`config.mk`:
```
export PLATFORM = sky130hd
export DESIGN_NAME = errcnt_alarm
export DESIGN_NICKNAME = d
export VERILOG_FILES = /design/src/rtl/errcnt_pkg.sv /design/src/rtl/errcnt_decode.sv /design/src/rtl/errcnt_lane.sv /design/src/rtl/errcnt_alarm.sv
export SDC_FILE = /design/constraint.sdc
export NUM_CORES = 1
export LEC_CHECK = 0
export BUFFER_PORTS_ARGS = -buffer_cell sky130_fd_sc_hd__buf_2
export CELL_PAD_IN_SITES_DETAIL_PLACEMENT = 1
export CELL_PAD_IN_SITES_GLOBAL_PLACEMENT = 1
export CORE_ASPECT_RATIO = 0.75
export CORE_MARGIN = 2
export CORE_UTILIZATION = 25
export CTS_BUF_LIST = sky130_fd_sc_hd__clkbuf_8
export CTS_CLUSTER_SIZE = 30
export DETAILED_ROUTE_END_ITERATION = 10
export MAX_ROUTING_LAYER = met4
export PLACE_DENSITY = 0.43
export SLEW_MARGIN = 30
export SYNTH_ARGS = -nofsm -noshare
export SYNTH_HDL_FRONTEND = slang
export SYNTH_SLANG_ARGS = --single-unit
```
`constraint.sdc`:
```
create_clock -name clk -period 2.2 [get_ports clk]
set_input_delay 0.22 -clock clk [delete_from_list [all_inputs] [get_ports clk]]
set_output_delay 0.22 -clock clk [all_outputs]
set_load 0.01 [all_outputs]
```
`src/rtl/errcnt_pkg.sv`:
```
package errcnt_pkg;

    localparam int NUM_LANES  = 2;
    localparam int LANE_PAR   = 0;
    localparam int LANE_HDR   = 1;
    localparam int REG_BYTES  = 3;
    localparam int WIDE_W     = 8 * REG_BYTES;

    localparam logic [7:0] ALARM_ADDR = 8'h3A;

    // Base (most significant byte) address of each lane's counter.
    function automatic logic [7:0] cnt_base(int lane);
        return (lane == LANE_HDR) ? 8'h2E : 8'h34;
    endfunction

    // Base (most significant byte) address of each lane's threshold.
    function automatic logic [7:0] thr_base(int lane);
        return (lane == LANE_HDR) ? 8'h31 : 8'h37;
    endfunction

    function automatic logic [7:0] byte_of(logic [WIDE_W-1:0] v, int unsigned idx);
        return v[idx*8 +: 8];
    endfunction

endpackage

```
`src/rtl/errcnt_decode.sv`:
```
module errcnt_decode
    import errcnt_pkg::*;
(
    input  logic [7:0]                          reg_addr,
    input  logic                                reg_rd,
    input  logic                                reg_wr,
    output logic [NUM_LANES-1:0][REG_BYTES-1:0] cnt_rd,
    output logic [NUM_LANES-1:0][REG_BYTES-1:0] thr_rd,
    output logic [NUM_LANES-1:0][REG_BYTES-1:0] thr_wr,
    output logic                                alarm_rd
);
    // Byte index REG_BYTES-1 sits at the base address, index 0 at base+REG_BYTES-1.
    for (genvar l = 0; l < NUM_LANES; l++) begin : g_lane
        for (genvar k = 0; k < REG_BYTES; k++) begin : g_byte
            localparam int IDX = REG_BYTES - 1 - k;
            logic cnt_hit, thr_hit;
            assign cnt_hit = (reg_addr == cnt_base(l) + 8'(k));
            assign thr_hit = (reg_addr == thr_base(l) + 8'(k));
            assign cnt_rd[l][IDX] = reg_rd && cnt_hit;
            assign thr_rd[l][IDX] = reg_rd && thr_hit;
            assign thr_wr[l][IDX] = reg_wr && thr_hit;
        end
    end

    assign alarm_rd = reg_rd && (reg_addr == ALARM_ADDR);

endmodule

```
`src/rtl/errcnt_lane.sv`:
```
module errcnt_lane
    import errcnt_pkg::*;
#(
    parameter int CNT_W = 24
) (
    input  logic                 clk,
    input  logic                 rst_n,
    input  logic                 err_pulse,
    input  logic                 clr_rd,
    input  logic [REG_BYTES-1:0] thr_wr,
    input  logic [7:0]           wdata,
    output logic [CNT_W-1:0]     cnt_o,
    output logic [CNT_W-1:0]     shadow_o,
    output logic [CNT_W-1:0]     thr_o,
    output logic                 match_o
);
    localparam logic [CNT_W-1:0] CNT_MAX = '1;

    typedef struct packed {
        logic [CNT_W-1:0] cnt;
        logic [CNT_W-1:0] shadow;
        logic [CNT_W-1:0] thr;
    } lane_st_t;

    lane_st_t st_d, st_q;
    logic [WIDE_W-1:0] thr_wide;

    always_comb begin
        st_d = st_q;

        // Counting period: a clearing read restarts it, keeping a coincident event.
        if (clr_rd) begin
            st_d.shadow = st_q.cnt;
            st_d.cnt    = err_pulse ? CNT_W'(1) : '0;
        end else if (err_pulse && (st_q.cnt != CNT_MAX)) begin
            st_d.cnt = st_q.cnt + CNT_W'(1);
        end

        // Byte writes to the threshold.
        thr_wide = WIDE_W'(st_q.thr);
        for (int b = 0; b < REG_BYTES; b++) begin
            if (thr_wr[b]) begin
                thr_wide[b*8 +: 8] = wdata;
            end
        end
        st_d.thr = thr_wide[CNT_W-1:0];
    end

    always_ff @(posedge clk or negedge rst_n) begin
        if (!rst_n) begin
            st_q.cnt    <= '0;
            st_q.shadow <= '0;
            st_q.thr    <= '1;
        end else begin
            st_q <= st_d;
        end
    end

    assign cnt_o    = st_q.cnt;
    assign shadow_o = st_q.shadow;
    assign thr_o    = st_q.thr;
    assign match_o  = (st_q.thr != '0) && (st_q.cnt == st_q.thr);

endmodule

```
`src/rtl/errcnt_alarm.sv`:
```
module errcnt_alarm
    import errcnt_pkg::*;
#(
    parameter int CNT_W = 24
) (
    input  logic       clk,
    input  logic       rst_n,
    input  logic       par_err,
    input  logic       hdr_err,
    input  logic [7:0] reg_addr,
    input  logic       reg_wr,
    input  logic       reg_rd,
    input  logic [7:0] reg_wdata,
    output logic [7:0] reg_rdata
);
    typedef struct packed {
        logic [NUM_LANES-1:0] alarm;
        logic [7:0]           rdata;
    } top_st_t;

    top_st_t st_d, st_q;

    logic [NUM_LANES-1:0]                 err_vec;
    logic [NUM_LANES-1:0][REG_BYTES-1:0]  cnt_rd, thr_rd, thr_wr;
    logic                                 alarm_rd;
    logic [NUM_LANES-1:0]                 cnt_clr;
    logic [NUM_LANES-1:0]                 lane_match;
    logic [NUM_LANES-1:0][CNT_W-1:0]      cnt_live, cnt_shadow, thr_val;
    logic [NUM_LANES-1:0]                 alarm_q;

    assign err_vec[LANE_PAR] = par_err;
    assign err_vec[LANE_HDR] = hdr_err;

    errcnt_decode u_decode (
        .reg_addr (reg_addr),
        .reg_rd   (reg_rd),
        .reg_wr   (reg_wr),
        .cnt_rd   (cnt_rd),
        .thr_rd   (thr_rd),
        .thr_wr   (thr_wr),
        .alarm_rd (alarm_rd)
    );

    for (genvar l = 0; l < NUM_LANES; l++) begin : g_lane
        assign cnt_clr[l] = cnt_rd[l][REG_BYTES-1];

        errcnt_lane #(.CNT_W(CNT_W)) u_lane (
            .clk       (clk),
            .rst_n     (rst_n),
            .err_pulse (err_vec[l]),
            .clr_rd    (cnt_clr[l]),
            .thr_wr    (thr_wr[l]),
            .wdata     (reg_wdata),
            .cnt_o     (cnt_live[l]),
            .shadow_o  (cnt_shadow[l]),
            .thr_o     (thr_val[l]),
            .match_o   (lane_match[l])
        );
    end

    always_comb begin
        st_d = st_q;

        // Sticky alarms: a read clears them unless the match persists.
        st_d.alarm = (st_q.alarm & ~{NUM_LANES{alarm_rd}}) | lane_match;

        // Registered read data; unmapped addresses give zero.
        st_d.rdata = '0;
        for (int l = 0; l < NUM_LANES; l++) begin
            for (int b = 0; b < REG_BYTES; b++) begin
                if (cnt_rd[l][b]) begin
                    st_d.rdata = (b == REG_BYTES - 1)
                               ? byte_of(WIDE_W'(cnt_live[l]), b)
                               : byte_of(WIDE_W'(cnt_shadow[l]), b);
                end
                if (thr_rd[l][b]) begin
                    st_d.rdata = byte_of(WIDE_W'(thr_val[l]), b);
                end
            end
        end
        if (alarm_rd) begin
            st_d.rdata = 8'(st_q.alarm);
        end
    end

    always_ff @(posedge clk or negedge rst_n) begin
        if (!rst_n) begin
            st_q <= '0;
        end else begin
            st_q <= st_d;
        end
    end

    assign alarm_q   = st_q.alarm;
    assign reg_rdata = st_q.rdata;

endmodule

```
# Word-level counts from Yosys, hierarchy flattened

Cells that the tools add are included.

Add/subtract/negate cells: 2
Eq/ne operators: 17
Multiplexer cells: 19
Bitwise logic cells: 3
Reduce and logical (&&, ||, !) cells: 27

Operators by type and width:

| kind                                                                  | count |
|---|---|
| 8-bit by 6-bit equality test with 1-bit output, second input constant | 13 |
| 8-bit 2-to-1 mux                                                      | 13 |
| 24-bit 2-to-1 mux                                                     | 4 |
| 24-bit by 1-bit adder with 24-bit output, second input constant       | 2 |
| 24-bit equality test                                                  | 2 |
| 24-bit != test, second input constant                                 | 2 |
| 24-bit nonzero test                                                   | 2 |
| 1-bit logical AND                                                     | 23 |
| 2-bit nonzero test                                                    | 2 |
| 2-bit AND                                                             | 1 |
| 1-bit 2-to-1 mux                                                      | 2 |
| 2-bit NOT                                                             | 1 |
| 2-bit bitwise OR                                                      | 1 |

Register bits after elaboration: 138
Input bits: 22
Output and inout bits: 8
Logic and storage cells: 80

# Longest topological paths before layout

Gate-level depths: netlist of the first run.

Depth in word-level cells: 15
Gate-level depth with buffers: 9
Depth with buffers taken out: 7

# By module

A second synthesis of the first run with hierarchy kept.

Cells, all modules: 771
Area, all modules: 8486.9 um^2

By module, submodules not included:

| module                          | instances | cells each | area an instance (um^2) | seq. area each (um^2) |
|---|---|---|---|---|
| errcnt_lane at g_lane[0].u_lane | 1         | 295        | 3580.9                  | 1831.8 |
| errcnt_lane at g_lane[1].u_lane | 1         | 284        | 3440.8                  | 1831.8 |
| errcnt_alarm                    | 1         | 158        | 1216.2                  | 250.2 |
| errcnt_decode                   | 1         | 34         | 249.0                   | 0.0 |

# Worst setup path after synthesis of the first run

OpenSTA, ideal clock, no wires.

Kind: register to register
Start: register g_lane[0].u_lane.st_q, in the netlist g_lane[0].u_lane.cnt_o[11]
End: register g_lane[0].u_lane.st_q, in the netlist g_lane[0].u_lane.cnt_o[7]
Library setup time: 132 ps
Arrival time: 1832 ps
Data required time: 2068 ps
Setup slack: 236 ps
Cell stages (with the launch flop): 9
Buffers on the path: 2
Clock period less this slack: 1964 ps
Cell sequence: dfrtp_1 > buf_6 > and4_4 > and4bb_4 > and4_4 > buf_6 > or4b_4 > xor2_1 > nor2_1

Cells in the longest elaborated chain, start to end: 3

Ends and longest elaborated chain:

| what                         | line              | text |
|---|---|---|
| start, declared              | errcnt_lane.sv:25 | `lane_st_t st_d, st_q;` |
| start signal, assigned       | errcnt_lane.sv:55 | `st_q <= st_d;` |
| 24-bit != test               | errcnt_lane.sv:35 | `end else if (err_pulse && (st_q.cnt != CNT_MAX)) begin` |
| 1-bit logical AND            | errcnt_lane.sv:35 |  |
| 2-bit nonzero test (no line) | --                |  |

No other way between the ends.
A chain may end at the register's enable or synchronous reset.

# Worst setup path in the final report of the first run

Start: register g_lane[1].u_lane.st_q, in the netlist g_lane[1].u_lane.cnt_o[0]
End: register g_lane[1].u_lane.st_q, in the netlist g_lane[1].u_lane.cnt_o[20]

Cells in the longest elaborated chain, start to end: 3
Elaborated cells between the ends (all ways): 6
Classes of those cells: 1 x add/sub; 1 x eq/ne; 2 x mux; 2 x reduce/logical

Ends and longest elaborated chain:

| what                                                                       | line |
|---|---|
| start, declared                                                            | errcnt_lane.sv:25 |
| start signal, assigned                                                     | errcnt_lane.sv:55 |
| 24-bit by 1-bit adder with 24-bit output or 24-bit != test (tied branches) | errcnt_lane.sv:36, errcnt_lane.sv:35 |
| 24-bit 2-to-1 mux or 1-bit logical AND (tied branches)                     | errcnt_lane.sv:35 |
| 24-bit 2-to-1 mux or 2-bit nonzero test (tied branches)                    | -- |

Parallel ways exist; a longest one is shown, timed or not. The select of a mux whose other input is x is not followed.

==> results.sh, run 1 <==
export IMPL_status="finished clean"
export IMPL_ant_nets=0
export IMPL_wl_per_cell_um=23.1
export IMPL_crit_path_cell_trace="ha_1 > and2_1 > nand2_1 > or4_4 > or4_1 > nand2_1"
export IMPL_dpl_cell_area_um2=8850
export IMPL_grt_pass1_vias=6938
export IMPL_antenna_found_initial=1
export IMPL_clk_insertion_delay_late_ps=490
export IMPL_yosysWarnings=0
export IMPL_nFillCells=3455
export IMPL_ys_seq_area_share_pct=45.7
export IMPL_vias=6516
export IMPL_routabilityCongestion=0.862
export IMPL_hold_viol_final=0
export IMPL_cts_path_max_buffers=2
export IMPL_fin_worst_skew_ps=19.3
export IMPL_die_h_um=156
export IMPL_port_buffers=29
export IMPL_cts_tree="built"
export IMPL_critical_path_max_stage_delay_ps=600
export IMPL_worstSetupEndpointType="flop"
export IMPL_final_cell_mix="nand2_1, dfrtp_1, buf_4"
export IMPL_drtPass1Iterations=7
export IMPL_synth_ff_latch_count=138
export IMPL_start_util_pct=25.4
export IMPL_slew_headroom_pct=62.2
export IMPL_drc=0
export IMPL_worstSetupPathType="reg -> reg"
export IMPL_setup_tns_final_ps=0
export IMPL_worstMarginPinSlew_ps=562
export IMPL_worstSetupStartpointType="flop"
export IMPL_cp_buffers_inverters=0
export IMPL_synth_cell_types=69
export IMPL_routed_wl_mm=29.5
export IMPL_track_usage_pct=19.9
export IMPL_multi_input_area_um2=3990
export IMPL_grt_max_degree=42
export IMPL_avgSynthCellArea_um2=9.99
export IMPL_maxCapViolations=0
export IMPL_cellPowerDensity_nw_per_um2=680
export IMPL_fin_area_um2=9260
export IMPL_htree_levels=4
export IMPL_fmax_mhz=490
export IMPL_utilization_pct=30.7
export IMPL_crit_top_cell="nand2_1"
export IMPL_ios=30
export IMPL_rsz0062_at_grt="false"
export IMPL_startpoint="g_lane[1].u_lane.cnt_o[0]$_DFFE_PN0P_"
export IMPL_synth_nets=793
export IMPL_synth_edf_count=0
export IMPL_clk_pin_slew_worst_paths_ps=80
export IMPL_worst_ir_drop_vdd_mv=0.314
export IMPL_cts_buffers=17
export IMPL_cpMaxStageDelayCell="or4_4"
export IMPL_drt_initial_drc_count=579
export IMPL_worstPathMaxFanout=5
export IMPL_critPathRequiredTime_ps=2620
export IMPL_setup_violations=0
export IMPL_arrival_ps=2460
export IMPL_nets=885
export IMPL_r2r_start="g_lane[1].u_lane.cnt_o[0]$_DFFE_PN0P_"
export IMPL_final_common_cell="nand2_1"
export IMPL_hp_class="in -> reg"
export IMPL_fin_crit_ps=2040
export IMPL_leakagePower_uw=0.00432
export IMPL_syn2layout_area_growth_pct=20.5
export IMPL_async_flop_share_pct=100
export IMPL_die_w_um=206
export IMPL_min_from="reg_wdata[6]"
export IMPL_cts_root_buf="clkbuf_8"
export IMPL_fin_crit_sh_pct=92.7
export IMPL_viasPerCell=5.11
export IMPL_preCtsSetupSlack_ps=50.9
export IMPL_regArea_um2=3510
export IMPL_syn_inst=769
export IMPL_hpwl_mm=22.7
export IMPL_num_rows=55
export IMPL_critPathTopFamily="simple AND/OR/NAND/NOR gates"
export IMPL_slew_violations=0
export IMPL_setup_slack_ps=161
export IMPL_cts_sinks=138
export IMPL_gr_total_overflow=0
export IMPL_synth_ff_type="dfrtp_1"
export IMPL_syn_area_um2=7690
export IMPL_core_um2=30200
export IMPL_grt_pass1_wl_mm=45.3
export IMPL_drive_above_1_share_pct=31.9
export IMPL_die_area_um2=32200
export IMPL_post_cts_buffers=0
[state kept, by name, summed over array words and instances, names as in the netlist]
signal	cells
alarm_q	2
g_lane.u_lane.cnt_o	48
g_lane.u_lane.shadow_o	32
g_lane.u_lane.thr_o	48
reg_rdata	8
[per-layer routing]
layer	track usage [%]	routed length [µm]	share of wire (%)	up-vias
li1	-	-	-	2936
met1	31.2	16200	55	3397
met2	25.0	11400	39	160
met3	4.39	1510	5.1	23
met4	4.86	344	1.2	0
met5	-	0	0	-
[layout make-up]
| cell class | count | area share (%) |
|---|---|---|
| diodes | 1 | 0.0270 |
| clock buffers | 20 | 2.97 |
| clock inverters | 12 | 1.34 |
| inverters | 4 | 0.162 |
| multi-input cells | 587 | 43.0 |
| flip-flops and latches | 138 | 37.9 |
| well taps | 399 | 5.39 |
| repair buffers | 113 | 9.15 |
[synthesized netlist by cell type (3+ instances only)]
library cell	number	share of area (%)
and2_1	3	0.24
xnor2_1	12	1.4
dfstp_2	48	16
nand3_1	37	2.4
and4_4	3	0.44
nor2_1	76	3.7
and3_1	10	0.81
nand4_1	16	1.3
nor4_1	30	2.4
mux2i_1	11	1.4
xor2_1	74	8.4
nor3_2	3	0.39
nand2_1	93	4.5
o21ai_0	15	0.98
o22ai_1	7	0.57
nand3b_1	4	0.39
a22oi_1	4	0.39
a211oi_1	5	0.49
buf_6	3	0.44
a21oi_1	14	0.91
a21o_1	3	0.29
and4_1	5	0.57
or3_1	5	0.41
a31oi_1	9	0.73
mux2_2	65	9.5
nor2b_1	4	0.33
buf_1	6	0.29
o22a_1	3	0.34
inv_1	4	0.20
clkbuf_1	17	0.83
or3b_2	3	0.34
nand2b_1	3	0.24
dfrtp_1	90	29
o211ai_1	8	0.78
nor3_1	18	1.2
buf_2	14	0.91
o221ai_1	3	0.34
[worst register-to-register path, cell delays in order (launching register included)]
cell	delay, ps
dfrtp_1	360
ha_1	170
and2_1	220
nand2_1	140
or4_4	600
or4_1	410
nand2_1	80
[worst paths after layout]
check | endpoint | slack, ps | depth (start not counted)
hold reg to reg | g_lane[1].u_lane.shadow_o[1]$_DFFE_PN0P_ | 500 | 2
max in group asynchronous | g_lane[1].u_lane.thr_o[15]$_DFFE_PN1P_ | 1240 | 3
setup reg to reg | g_lane[1].u_lane.cnt_o[20]$_DFFE_PN0P_ | 160 | 6
setup / recovery | g_lane[1].u_lane.cnt_o[20]$_DFFE_PN0P_ | 160 | 6
min in group asynchronous | g_lane[0].u_lane.cnt_o[16]$_DFFE_PN0P_ | 180 | 2
hold / removal | g_lane[0].u_lane.thr_o[6]$_DFFE_PN1P_ | 70 | 2
[per-stage QoR]
step / total power (µW) / cells / hold WS, ps
6_report: 6300 / 1274 / 68.2
3_3_place_gp: 4120 / 1240 / 130
3_5_place_dp: 4160 / 1240 / 135
5_1_grt: 6640 / 1273 / 43.7
2_1_floorplan: 3550 / 769 / -75.6
4_1_cts: 6380 / 1273 / 29.7
[what timing repair did]
item | 4_1_cts | 5_1_grt
hold buffers | 1 | 0
endpoints found under the setup margin | 0 | 3
endpoints found under the hold margin | 99 | 0
gates resized for setup | 0 | 2
[kinds of logic (layout without fill, tap and decap cells)]
| logic type | Yosys count | count (layout) | share of synthesized area [%] |
|---|---|---|---|
| AOI/OAI and AO/OA | 88 | 88 | 7.80 |
| adders and majority gates | 2 | 2 | 0.326 |
| muxes | 77 | 77 | 11.2 |
| DFF | 138 | 138 | 45.7 |
| and+or+nand+nor | 334 | 334 | 22.4 |
| other | 0 | 1 | 0 |
| buffers and inverters | 44 | 149 | 2.67 |
| xor gates and xnor gates | 86 | 86 | 9.80 |
[power by group]
part	total (µW)	leakage (µW)	internal (µW)	switching, µW
sequential	3000	0.00170	2750	249
combinational	1120	0.00242	472	648
clock	2180	0.000203	1090	1090
(Power assumes the default switching activity.)
==> run 2, diff against run 1 <==
--- a/config.mk
+++ b/config.mk
@@ -6,10 +6,10 @@
 export NUM_CORES = 1
 export LEC_CHECK = 0
 export BUFFER_PORTS_ARGS = -buffer_cell sky130_fd_sc_hd__buf_2
-export CELL_PAD_IN_SITES_DETAIL_PLACEMENT = 1
+export CELL_PAD_IN_SITES_DETAIL_PLACEMENT = 0
 export CELL_PAD_IN_SITES_GLOBAL_PLACEMENT = 1
 export CORE_ASPECT_RATIO = 0.75
-export CORE_MARGIN = 2
+export CORE_MARGIN = 5
 export CORE_UTILIZATION = 25
 export CTS_BUF_LIST = sky130_fd_sc_hd__clkbuf_8
 export CTS_CLUSTER_SIZE = 30
==> results.sh, run 2 (synthesis gave the netlist of run 1 again) <==
export IMPL_status="finished clean"
export IMPL_hp_class="in -> reg"
export IMPL_cpMaxStageDelayCell="nor4_2"
export IMPL_cts_buffers=17
export IMPL_maxCapViolations=0
export IMPL_setup_tns_final_ps=0
export IMPL_worstMarginPinSlew_ps=666
export IMPL_worstSetupEndpointType="flop"
export IMPL_drc=0
export IMPL_clk_pin_slew_worst_paths_ps=90
export IMPL_hpwl_mm=21.9
export IMPL_fin_crit_ps=2050
export IMPL_track_usage_pct=17.3
export IMPL_nFillCells=3141
export IMPL_routed_wl_mm=28.2
export IMPL_clk_insertion_delay_late_ps=480
export IMPL_syn2layout_area_growth_pct=20.6
export IMPL_hold_viol_final=0
export IMPL_swShare_pct=31.9
export IMPL_arrival_ps=2420
export IMPL_start_util_pct=25.4
export IMPL_die_w_um=212
export IMPL_switching_power_uw=2010
export IMPL_setup_violations=0
export IMPL_cellPowerDensity_nw_per_um2=678
export IMPL_slew_headroom_pct=55.6
export IMPL_final_cell_mix="nand2_1, dfrtp_1, buf_4"
export IMPL_drt_initial_drc_count=458
export IMPL_cts_resized=0
export IMPL_crit_path_cell_trace="inv_1 > nor4_2 > a21oi_1 > nand4_1 > xor2_1 > nor2_1"
export IMPL_die_area_um2=34400
export IMPL_holdWs_ps=58.8
export IMPL_cts_path_max_buffers=2
export IMPL_ant_nets=0
export IMPL_power_frac_seq_pct=47.6
export IMPL_final_common_cell="nand2_1"
export IMPL_rsz0062_at_grt="false"
export IMPL_port_buffers=29
export IMPL_drive_above_1_share_pct=32.4
export IMPL_fmax_mhz=487
export IMPL_routabilityCongestion=0.892
export IMPL_viasPerCell=4.99
export IMPL_num_rows=55
export IMPL_vias=6377
export IMPL_ios=30
export IMPL_nets=891
export IMPL_comb_power_share_pct=18.2
export IMPL_grt_max_degree=49
export IMPL_grt_pass1_wl_mm=43.3
export IMPL_die_h_um=162
export IMPL_worstSetupPathType="reg -> reg"
export IMPL_critPathRequiredTime_ps=2570
export IMPL_worst_ir_drop_vdd_mv=0.348
export IMPL_critPathTopFamily="simple AND/OR/NAND/NOR gates"
export IMPL_gr_total_overflow=0
export IMPL_cts_sinks=138
export IMPL_worstPathMaxFanout=6
export IMPL_wl_per_cell_um=22.1
export IMPL_core_um2=30300
export IMPL_grt_pass1_vias=6548
export IMPL_cts_tree="built"
export IMPL_drtPass1Iterations=7
export IMPL_cts_root_buf="clkbuf_8"
export IMPL_htree_levels=4
export IMPL_slew_violations=0
export IMPL_fin_crit_sh_pct=93.4
export IMPL_cp_buffers_inverters=1
export IMPL_antenna_cells=0
export IMPL_leakagePower_uw=0.00435
export IMPL_worstSetupStartpointType="flop"
export IMPL_antenna_found_initial=1
export IMPL_fin_worst_skew_ps=23.2
export IMPL_internal_power_uw=4280
export IMPL_critical_path_max_stage_delay_ps=540
export IMPL_clkPwrFrac_pct=34.2
-- run 2: worst register-to-register path: cells and delay by family, from the launching register on --
kind            cells  cell delay (ps)
xor+xnor            1              160
flops               1              510
simple gates        3              820
compound gates      1              350
buf+inv             1              130
-- run 2: per-stage QoR --
| step | utilization [%] | area [µm²] | cells | power, µW | worst slack [ps] |
|---|---|---|---|---|---|
| final | 30.6 | 9270 | 1279 | 6280 | 145 |
| after global routing | 30.6 | 9270 | 1279 | 6610 | 31.4 |
| after CTS | 30.6 | 9270 | 1279 | 6360 | 159 |
| after detailed placement | 29.3 | 8870 | 1246 | 4170 | 104 |
| after global placement | 29.3 | 8870 | 1246 | 4140 | 121 |
| after floorplan | - | 7690 | 769 | 3550 | 236 |
-- run 2: what timing repair did --
item	in CTS	in global routing
endpoints found under the hold margin	14	0
setup buffers	0	0
hold buffers	1	0
-- run 2: worst paths after layout --
check | startpoint | endpoint | slack (ps) | cells past startpoint
min reg2reg | g_lane[1].u_lane.shadow_o[1]$_DFFE_PN0P_ | g_lane[1].u_lane.shadow_o[1]$_DFFE_PN0P_ | 500 | 2
max in group asynchronous | rst_n | g_lane[1].u_lane.thr_o[16]$_DFFE_PN1P_ | 1220 | 3
min in group asynchronous | rst_n | g_lane[0].u_lane.shadow_o[14]$_DFFE_PN0N_ | 250 | 2
min | reg_wdata[0] | g_lane[0].u_lane.thr_o[8]$_DFFE_PN1P_ | 60 | 2
max | g_lane[1].u_lane.cnt_o[23]$_DFFE_PN0P_ | g_lane[1].u_lane.cnt_o[8]$_DFFE_PN0P_ | 150 | 6
max reg2reg | g_lane[1].u_lane.cnt_o[23]$_DFFE_PN0P_ | g_lane[1].u_lane.cnt_o[8]$_DFFE_PN0P_ | 150 | 6
-- run 2: power groups by stage --
stage          logic, µW  registers, µW  clock network (µW)
3_5_place_dp        1130           3030                   0
5_1_grt             1270           3010                2330
2_1_floorplan        602           2950                   0
4_1_cts             1140           2990                2230
3_3_place_gp        1120           3030                   0
6_report            1140           2990                2150
-- run 2: area by class of cell --
class | instances | area, µm² | area share [%]
Multi-Input combinational cell | 587 | 3980 | 43.0
Tap cell | 399 | 499 | 5.39
Clock buffer | 18 | 248 | 2.67
Clock inverter | 14 | 144 | 1.55
Inverter | 4 | 15.0 | 0.162
Sequential cell | 138 | 3510 | 37.9
Timing Repair Buffer | 119 | 867 | 9.36
-- run 2: per-layer routing --
layer / up-vias / wire length (µm) / share of wire (%) / global-route usage (%)
met3: 14 / 1730 / 6.1 / 4.77
met1: 3204 / 15700 / 56 / 27.5
li1: 2972 / - / - / -
met2: 187 / 10600 / 38 / 21.5
met4: 0 / 222 / 0.79 / 3.49
met5: - / 0 / 0 / -
==> run 3, diff against run 2 <==
--- a/config.mk
+++ b/config.mk
@@ -9,7 +9,7 @@
 export CELL_PAD_IN_SITES_DETAIL_PLACEMENT = 0
 export CELL_PAD_IN_SITES_GLOBAL_PLACEMENT = 1
 export CORE_ASPECT_RATIO = 0.75
-export CORE_MARGIN = 5
+export CORE_MARGIN = 2
 export CORE_UTILIZATION = 25
 export CTS_BUF_LIST = sky130_fd_sc_hd__clkbuf_8
 export CTS_CLUSTER_SIZE = 30
==> results.sh, run 3 (synthesis gave the netlist of run 1 again) <==
export IMPL_drtPass1Iterations=5
export IMPL_hp_class="in -> reg"
export IMPL_arrival_ps=2440
export IMPL_fin_crit_ps=2030
export IMPL_drive_above_1_share_pct=31.9
export IMPL_wl_per_cell_um=22.2
export IMPL_die_h_um=156
export IMPL_routabilityCongestion=0.862
export IMPL_comb_power_share_pct=17.4
export IMPL_worstMarginPinSlew_ps=487
export IMPL_slew_headroom_pct=67.2
export IMPL_hold_viol_final=0
export IMPL_reg2regPathDepth=6
export IMPL_crit_path_cell_trace="ha_1 > and2_1 > nand2_1 > or4_4 > or4_1 > nand2_1"
export IMPL_maxCapViolations=0
export IMPL_vias=6459
export IMPL_ios=30
export IMPL_ant_nets=0
export IMPL_critPathRequiredTime_ps=2610
export IMPL_total_power_uw=6370
export IMPL_grt_pass1_wl_mm=43.5
export IMPL_crit_top_cell="nand2_1"
export IMPL_num_rows=55
export IMPL_port_buffers=29
export IMPL_htree_levels=4
export IMPL_worstSetupStartpointType="flop"
export IMPL_antenna_cells=0
export IMPL_hpwl_mm=21.8
export IMPL_worstSetupPathType="reg -> reg"
export IMPL_status="finished clean"
export IMPL_critical_path_max_stage_delay_ps=600
export IMPL_swShare_pct=31.2
export IMPL_slew_violations=0
export IMPL_worstPathMaxFanout=5
export IMPL_setup_tns_final_ps=0
export IMPL_setup_violations=0
export IMPL_cts_buffers=17
export IMPL_cts_path_max_buffers=2
export IMPL_internal_power_uw=4380
export IMPL_worstSetupEndpointType="flop"
export IMPL_routed_wl_mm=28.2
export IMPL_fin_crit_sh_pct=92.3
export IMPL_gr_total_overflow=0
export IMPL_clk_pin_slew_worst_paths_ps=80
export IMPL_antenna_found_initial=2
export IMPL_cellPowerDensity_nw_per_um2=685
export IMPL_die_w_um=206
export IMPL_post_cts_buffers=0
export IMPL_drc=0
export IMPL_rsz0062_at_grt="false"
export IMPL_power_frac_seq_pct=47.0
export IMPL_finalNonFillerCells=1273
export IMPL_leakagePower_uw=0.00432
export IMPL_fmax_mhz=492
export IMPL_clk_insertion_delay_late_ps=470
export IMPL_drt_initial_drc_count=671
export IMPL_die_area_um2=32200
export IMPL_hold_depth=2
export IMPL_cpMaxStageDelayCell="or4_4"
export IMPL_place_inst=1240
export IMPL_cts_root_buf="clkbuf_8"
export IMPL_fin_worst_skew_ps=14.8
export IMPL_cts_sinks=138
export IMPL_track_usage_pct=19.2
export IMPL_start_util_pct=25.4
export IMPL_cts_tree="built"
export IMPL_viasPerCell=5.07
export IMPL_grt_pass1_vias=6581
export IMPL_final_cell_mix="nand2_1, dfrtp_1, buf_4"
export IMPL_syn2layout_area_growth_pct=20.8
export IMPL_switching_power_uw=1990
export IMPL_nets=885
export IMPL_clkPwrFrac_pct=35.6
export IMPL_core_um2=30200
export IMPL_worst_ir_drop_vdd_mv=0.302
export IMPL_grt_max_degree=42
export IMPL_final_common_cell="nand2_1"
run 3: per-layer routing:
layer | track usage [%] | wire (µm)
met5 | - | 0
met4 | 3.78 | 213
met3 | 6.18 | 2340
met2 | 23.5 | 10700
met1 | 29.6 | 15000
run 3: power groups by stage:
stage | registers (µW) | clock network (µW) | logic [µW]
global route | 3020 | 2480 | 1220
finish | 2990 | 2260 | 1110
detailed placement | 3040 | 0 | 1100
global placement | 3030 | 0 | 1090
floorplan | 2950 | 0 | 602
CTS | 2990 | 2350 | 1110
run 3: critical path, delay by kind of cell, from the launching register on:
kind | cells | cell delay [ps]
simple gates | 5 | 1440
flops | 1 | 370
fa+ha+maj | 1 | 170
run 3: path summary, 6_finish.rpt:
kind	from	endpoint	slack, ps
min reg2reg	g_lane[1].u_lane.shadow_o[3]$_DFFE_PN0P_	g_lane[1].u_lane.shadow_o[3]$_DFFE_PN0P_	500
max	g_lane[1].u_lane.cnt_o[0]$_DFFE_PN0P_	g_lane[1].u_lane.cnt_o[20]$_DFFE_PN0P_	170
max in group asynchronous	rst_n	g_lane[1].u_lane.thr_o[15]$_DFFE_PN1P_	1220
min	reg_wdata[6]	g_lane[0].u_lane.thr_o[6]$_DFFE_PN1P_	80
max reg2reg	g_lane[1].u_lane.cnt_o[0]$_DFFE_PN0P_	g_lane[1].u_lane.cnt_o[20]$_DFFE_PN0P_	170
min in group asynchronous	rst_n	g_lane[0].u_lane.cnt_o[16]$_DFFE_PN0P_	200
run 3: per-stage QoR:
stage	hold WS (ps)	util (%)	setup WS (ps)	cell area [µm²]
finish	82.8	30.7	169	9290
global route	58.2	30.7	42.8	9290
CTS	44.2	30.7	157	9280
detailed placement	138	29.3	50.1	8850
global placement	130	29.3	6.54	8850
floorplan	-75.6	-	236	7690
run 3: cell type report:
cell class	count	area, µm²
timing repair buffer	113	847
tap	399	499
inverter	4	15.0
sequential	138	3510
fill	3128	20900
clock inverter	14	171
clock buffer	18	248
multi-input combinational	587	3990
run 3: what timing repair did:
item,CTS,global route
endpoints found under the hold margin,99,0
hold buffers,1,0
gates resized for setup,0,2
endpoints found under the setup margin,0,3
